[config.mk]
export PLATFORM = sky130hd
export DESIGN_NAME = secded_rd_check
export DESIGN_NICKNAME = d
export VERILOG_FILES = /design/src/rtl/secded_pkg.sv /design/src/rtl/secded_decode.sv /design/src/rtl/sector_gate.sv /design/src/rtl/secded_rd_check.sv
export SDC_FILE = /design/constraint.sdc
export NUM_CORES = 1
export LEC_CHECK = 0
export ABC_CLOCK_PERIOD_IN_PS = 4900
export BUFFER_PORTS_ARGS = -buffer_cell sky130_fd_sc_hd__buf_2
export CAP_MARGIN = 20
export CORE_UTILIZATION = 25
export CTS_CLUSTER_DIAMETER = 120
export CTS_CLUSTER_SIZE = 16
export DETAILED_ROUTE_END_ITERATION = 12
export GPL_ROUTABILITY_DRIVEN = 0
export GPL_TIMING_DRIVEN = 0
export HOLD_SLACK_MARGIN = 0.03
export MAX_ROUTING_LAYER = met4
export PLACE_DENSITY = 0.5
export SLEW_MARGIN = 20
export SYNTH_ARGS = -nofsm -noshare
export SYNTH_HDL_FRONTEND = slang
export SYNTH_SLANG_ARGS = --single-unit
[constraint.sdc]
create_clock -name clk -period 4.9 [get_ports clk]
set_clock_uncertainty 0.1 [all_clocks]
set_input_delay 0.98 -clock clk [delete_from_list [all_inputs] [get_ports clk]]
set_output_delay 0.98 -clock clk [all_outputs]
set_load 0.02 [all_outputs]
[src/rtl/secded_pkg.sv]
package secded_pkg;

    function automatic int chk_bits(input int dw);
        int p;
        p = 0;
        while ((1 << p) < dw + p + 1) p++;
        return p;
    endfunction

    function automatic int data_pos(input int j);
        int res;
        int cnt;
        res = 0;
        cnt = 0;
        for (int k = 3; k < 4096; k++) begin
            if (res == 0 && (k & (k - 1)) != 0) begin
                if (cnt == j) res = k;
                cnt++;
            end
        end
        return res;
    endfunction

    typedef enum logic [0:0] {
        ST_IDLE = 1'b0,
        ST_HOLD = 1'b1
    } rd_state_e;

    localparam logic [1:0] REG_CTRL   = 2'd0;
    localparam logic [1:0] REG_BYPASS = 2'd1;
    localparam logic [1:0] REG_STAT   = 2'd2;
    localparam logic [1:0] REG_FADDR  = 2'd3;

endpackage

[src/rtl/secded_decode.sv]
module secded_decode #(
    parameter int DATA_W = 64,
    localparam int P     = secded_pkg::chk_bits(DATA_W),
    localparam int CHK_W = P + 1
) (
    input  logic [DATA_W-1:0] data_i,
    input  logic [CHK_W-1:0]  chk_i,
    output logic [DATA_W-1:0] data_o,
    output logic              ce_o,
    output logic              ue_o
);
    logic [P-1:0]      contrib [DATA_W];
    logic [DATA_W-1:0] hit;
    logic [P-1:0]      syn;
    logic              par;
    logic              single_ok;

    for (genvar j = 0; j < DATA_W; j++) begin : g_col
        localparam int POS = secded_pkg::data_pos(j);
        localparam logic [P-1:0] POSV = POS[P-1:0];
        assign contrib[j] = data_i[j] ? POSV : '0;
        assign hit[j]     = (syn == POSV);
    end

    always_comb begin
        logic [P-1:0] acc;
        acc = '0;
        for (int j = 0; j < DATA_W; j++) acc = acc ^ contrib[j];
        syn = acc ^ chk_i[P-1:0];
    end

    always_comb begin
        par       = (^data_i) ^ (^chk_i);
        single_ok = par && ((syn == '0) || $onehot(syn) || (|hit));
        ce_o      = single_ok;
        ue_o      = ((syn != '0) && !par) || (par && !single_ok);
        data_o    = data_i ^ (single_ok ? hit : '0);
    end

endmodule

[src/rtl/sector_gate.sv]
module sector_gate #(
    parameter int SECT_W = 4,
    parameter int N_DIS  = 4,
    localparam int ENT_W = SECT_W + 1,
    localparam int CFG_W = N_DIS * ENT_W
) (
    input  logic              clk,
    input  logic              rst_n,
    input  logic              cfg_we,
    input  logic [CFG_W-1:0]  cfg_wdata,
    input  logic [SECT_W-1:0] sector_i,
    output logic              match_o,
    output logic [CFG_W-1:0]  cfg_o
);
    logic [N_DIS-1:0] hit;

    for (genvar k = 0; k < N_DIS; k++) begin : g_ent
        logic [ENT_W-1:0] ent_q;
        always_ff @(posedge clk or negedge rst_n) begin
            if (!rst_n)      ent_q <= '0;
            else if (cfg_we) ent_q <= cfg_wdata[k*ENT_W +: ENT_W];
        end
        assign hit[k] = ent_q[ENT_W-1] && (ent_q[SECT_W-1:0] == sector_i);
        assign cfg_o[k*ENT_W +: ENT_W] = ent_q;
    end

    assign match_o = |hit;

endmodule

[src/rtl/secded_rd_check.sv]
module secded_rd_check #(
    parameter int DATA_W = 64,
    parameter int ADDR_W = 32,
    parameter int SECT_W = 4,
    parameter int N_DIS  = 4,
    parameter int REG_W  = 32,
    localparam int CHK_W = secded_pkg::chk_bits(DATA_W) + 1,
    localparam int CFG_W = N_DIS * (SECT_W + 1)
) (
    input  logic              clk,
    input  logic              rst_n,
    input  logic              req_valid,
    output logic              req_ready,
    input  logic [ADDR_W-1:0] req_addr,
    input  logic [SECT_W-1:0] req_sector,
    input  logic [DATA_W-1:0] req_data,
    input  logic [CHK_W-1:0]  req_chk,
    output logic              rsp_valid,
    input  logic              rsp_ready,
    output logic [DATA_W-1:0] rsp_data,
    output logic              rsp_ce,
    output logic              rsp_ue,
    output logic              rsp_abort,
    input  logic              reg_we,
    input  logic [1:0]        reg_addr,
    input  logic [CFG_W-1:0]  reg_wdata,
    output logic [REG_W-1:0]  reg_rdata,
    output logic              irq,
    output logic              err_out
);
    import secded_pkg::*;

    rd_state_e state_q, state_d;

    logic              en_q, mask_q;
    logic              ce_st_q, ue_st_q;
    logic [ADDR_W-1:0] faddr_q;
    logic              err_q;
    logic [DATA_W-1:0] data_q;
    logic              ce_q, ue_q;

    logic [DATA_W-1:0] dec_data;
    logic              dec_ce, dec_ue;
    logic              sect_off;
    logic [CFG_W-1:0]  cfg_view;
    logic              accept, bypass, eff_ce, eff_ue;
    logic              wr_ctrl, wr_stat;

    secded_decode #(.DATA_W(DATA_W)) u_dec (
        .data_i (req_data),
        .chk_i  (req_chk),
        .data_o (dec_data),
        .ce_o   (dec_ce),
        .ue_o   (dec_ue)
    );

    sector_gate #(.SECT_W(SECT_W), .N_DIS(N_DIS)) u_gate (
        .clk       (clk),
        .rst_n     (rst_n),
        .cfg_we    (reg_we && reg_addr == REG_BYPASS),
        .cfg_wdata (reg_wdata),
        .sector_i  (req_sector),
        .match_o   (sect_off),
        .cfg_o     (cfg_view)
    );

    // state register
    always_ff @(posedge clk or negedge rst_n) begin
        if (!rst_n) state_q <= ST_IDLE;
        else        state_q <= state_d;
    end

    // next state and handshake outputs
    always_comb begin
        state_d   = state_q;
        req_ready = 1'b0;
        rsp_valid = 1'b0;
        unique case (state_q)
            ST_IDLE: begin
                req_ready = 1'b1;
                if (req_valid) state_d = ST_HOLD;
            end
            ST_HOLD: begin
                rsp_valid = 1'b1;
                if (rsp_ready) state_d = ST_IDLE;
            end
        endcase
    end

    assign accept  = req_valid && req_ready;
    assign bypass  = !en_q || sect_off;
    assign eff_ce  = !bypass && dec_ce;
    assign eff_ue  = !bypass && dec_ue;
    assign wr_ctrl = reg_we && reg_addr == REG_CTRL;
    assign wr_stat = reg_we && reg_addr == REG_STAT;

    // response capture
    always_ff @(posedge clk or negedge rst_n) begin
        if (!rst_n) begin
            data_q <= '0;
            ce_q   <= 1'b0;
            ue_q   <= 1'b0;
            err_q  <= 1'b0;
        end else begin
            err_q <= accept && eff_ue && !mask_q;
            if (accept) begin
                data_q <= bypass ? req_data : dec_data;
                ce_q   <= eff_ce;
                ue_q   <= eff_ue;
            end
        end
    end

    // control and status registers
    always_ff @(posedge clk or negedge rst_n) begin
        if (!rst_n) begin
            en_q    <= 1'b1;
            mask_q  <= 1'b0;
            ce_st_q <= 1'b0;
            ue_st_q <= 1'b0;
            faddr_q <= '0;
        end else begin
            if (wr_ctrl) begin
                en_q   <= reg_wdata[0];
                mask_q <= reg_wdata[1];
            end
            ce_st_q <= (ce_st_q && !(wr_stat && reg_wdata[0])) || (accept && eff_ce);
            ue_st_q <= (ue_st_q && !(wr_stat && reg_wdata[1])) || (accept && eff_ue);
            if (accept && (eff_ce || eff_ue)) faddr_q <= req_addr;
        end
    end

    always_comb begin
        reg_rdata = '0;
        unique case (reg_addr)
            REG_CTRL:   reg_rdata[1:0]       = {mask_q, en_q};
            REG_BYPASS: reg_rdata[CFG_W-1:0] = cfg_view;
            REG_STAT:   reg_rdata[1:0]       = {ue_st_q, ce_st_q};
            REG_FADDR:  reg_rdata[ADDR_W-1:0] = faddr_q;
        endcase
    end

    assign rsp_data  = data_q;
    assign rsp_ce    = rsp_valid && ce_q;
    assign rsp_ue    = rsp_valid && ue_q;
    assign rsp_abort = rsp_valid && ue_q;
    assign irq       = ue_st_q && !mask_q;
    assign err_out   = err_q;

endmodule

==> results.yml <==
run_status:
  outcome: "finished, final reports clean"
sta:
  tightest_slew_ns: 0.824
  period_share: 0.988
  max_freq_mhz: 206
  slew_viol_final: 0
  rsz0062_at_grt: "true"
  max_slew_margin: 0.446
  fin_crit_ns: 4.84
  final.setup.tns_ns: 0
  finalSetupViolCount: 0
  layout_setup_ws_ns: 0.0565
  hold_ws_ns: 0.365
  hold_violations: 0
global_routing:
  grt_pass1_vias: 7547
  track_usage: 0.202
  grt_pass1_wl_mm: 48.3
  antenna_found_initial: 5
  gr-total-overflow: 0
  grt_max_degree: 64
route:
  wl_met1_mm: 14.4
  route.met3.wl_mm: 3.04
  first_pass_iters: 5
  vias: 7698
  viasPerCell: 4.92
  finalWirelength_mm: 32.8
  avgRoutedWirePerCell_um: 20.9
  ant_nets: 0
  routed.top_layer: "met4"
  dr_wl_met2_mm: 14.6
  drt_iter0_markers: 529
  drc: 0
synth:
  synth_area_um2: 8230
  ys_types: 47
  synthesis.nets: 989
  ys_async_sr_fraction: 1.00
  avgSynthCellArea_um2: 9.84
  synth_edf_count: 0
  synth_seq_cells: 124
  yosysWarnings: 0
  ys_seq_area_frac: 0.377
  synth_flop_cell: "dfrtp_1"
  synthCells: 836
worst_setup_path:
  r2r_end: "rsp_data[27]"
  r2r_slack_ns: 1.92
  critPathMaxFanout: 3
  worstSetupPathType: "input port to flop"
  worstPathRequired_ns: 5.11
  rr_worst_depth: 7
  worstSetupEndpointType: "flop"
  reg2reg_from: "state_q"
  cp-start-kind: "input port"
  worstPathArrival_ns: 5.05
die:
  dieArea_um2: 33600
  io_pins: 238
  row_count: 66
  die_w_um: 183
  die_height_um: 183
  initial_core_util: 0.254
  coreArea_um2: 32500
cells_and_area:
  largest_reg_flops: 64
  area_delta_synth_final_pct: 35.3
  drive_above_1_share: 0.362
  nNetsFinal: 1258
  design_area_um2: 11100
  filler_cell_count: 3365
  utilization: 0.343
placed_design:
  pre_cts_slack_ns: -0.988
  place.port_buffers: 234
  hpwlAfterDp_mm: 25.0
  post_dp_cell_area_um2: 10000
clocking:
  clockBufferDepth: 2
  cts_hold_buf: 0
  clock_sinks: 124
  clk_pin_slew_ns: 0.07
  worst_skew_pair.late_latency_ns: 0.44
  cts-root-buf: "clkbuf_16"
  cts_max_level: 4
  cts_tree: "done"
  cts_buffers: 17
power:
  power_density_nw_per_um2: 774
  ir_drop_mv: 0.565
  power.leakage_nw: 5.03
worst_hold_path:
  hold_class: "input port to asynchronous set/reset pin"
flow_run:
  maxCapViolations: 0
## cells by family after synthesis
kind of cell / after synthesis / synth area share
XOR/XNOR: 158 / 0.186
buffers and inverters: 71 / 0.0353
AND/OR/NAND/NOR: 292 / 0.186
adder cells (fa/ha/maj): 18 / 0.0301
flip-flops: 124 / 0.377
multiplexers: 75 / 0.102
AO/OA/AOI/OAI: 98 / 0.0829
## area by class of cell
type,instances,area (um^2),share of cell area
sequential,124,3100,0.279
inverter,16,60.1,0.00539
buffer,54,234,0.0210
tap,442,553,0.0497
timing repair buffer,251,1360,0.122
multi-input combinational,641,5220,0.468
antenna,5,12.5,0.00112
clock inverter,14,163,0.0146
clock buffer,18,429,0.0385
## cells in the mapped netlist, types with 2 or more instances
library cell | n | area, um^2
dfrtp_1 | 123 | 3080
xnor2_1 | 119 | 1040
nand2_1 | 102 | 383
nand3_1 | 65 | 325
o211ai_1 | 59 | 443
mux2_2 | 54 | 608
clkbuf_1 | 42 | 158
or4_1 | 41 | 308
xor2_1 | 28 | 245
nor2b_1 | 20 | 125
mux2i_1 | 19 | 190
o21ai_0 | 17 | 85.1
inv_1 | 16 | 60.1
ha_1 | 15 | 188
or3_1 | 15 | 93.8
and3_1 | 12 | 75.1
nor4_1 | 12 | 75.1
nor2_1 | 8 | 30.0
buf_2 | 7 | 35.0
xnor3_1 | 7 | 158
nand4_1 | 6 | 37.5
a21o_1 | 5 | 37.5
a21oi_1 | 5 | 25.0
buf_4 | 4 | 30.0
and2_1 | 3 | 18.8
fa_1 | 3 | 60.1
nor3_1 | 3 | 15.0
o21ai_1 | 3 | 15.0
buf_1 | 2 | 7.51
mux4_2 | 2 | 45.0
nand3b_1 | 2 | 15.0
xnor3_2 | 2 | 47.6
## critical path: stages
cell and delay, ns:
buf_2 0.15, xnor2_1 0.30, xnor2_2 0.18, xnor2_2 0.18, xnor2_1 0.20, xnor2_1 0.17, xor2_1 0.30, ha_1 0.32
inv_2 0.07, fa_1 0.39, ha_2 0.19, fa_2 0.52, nand3b_1 0.14, nor4b_4 0.22, a32oi_2 0.15, a221oi_2 0.26
nor4_1 0.13, a21o_1 0.20
## layer usage
metal  track usage  vias up
met5             -        -
met4        0.0533        0
met3        0.0491       50
met2         0.305      447
met1         0.268     3666
li1              -     3535
## what timing repair did
item / in CTS / in global routing
hold endpoints to repair: 0 / 0
endpoints found under the setup margin: 5 / 5
pin swaps: 16 / 22
gates resized for setup: 35 / 39
setup buffers: 7 / 9
## cell usage in the layout (no fill, tap or decap), types with 20 or more instances in the layout
cell type / count
dfrtp_1: 123
or4_1: 41
mux2_2: 54
o211ai_1: 59
buf_2: 234
nand3_1: 65
xnor2_1: 87
xor2_1: 24
xnor2_2: 29
buf_4: 22
nor2b_1: 20
clkbuf_1: 41
nand2_1: 102
## worst max-delay path by stage
stage	slack, ns	to	depth (start not counted)	start
3_3_place_gp	-0.91	err_out	20	req_data[48]
3_5_place_dp	-0.99	err_out	20	req_data[48]
4_1_cts	-0.07	ue_q	18	req_data[55]
2_1_floorplan	0.006	ue_q	19	req_data[24]
5_1_grt	-0.16	ue_q	19	req_data[62]
6_report	0.06	ce_st_q	18	req_data[62]
## stage by stage
stage,instances,power [mW]
final,1565,8.62
after global routing,1565,9.19
after CTS,1551,8.30
after detailed placement,1513,6.37
after global placement,1512,6.31
after floorplan,836,4.82
## report_power, final
group	switching [mW]	total, mW	internal (mW)
clock network	0.555	1.32	0.760
logic	3.44	5.79	2.35
registers	0.183	1.52	1.33
total	4.18	8.62	4.44
No activity file was read; power rests on OpenSTA's default activity.
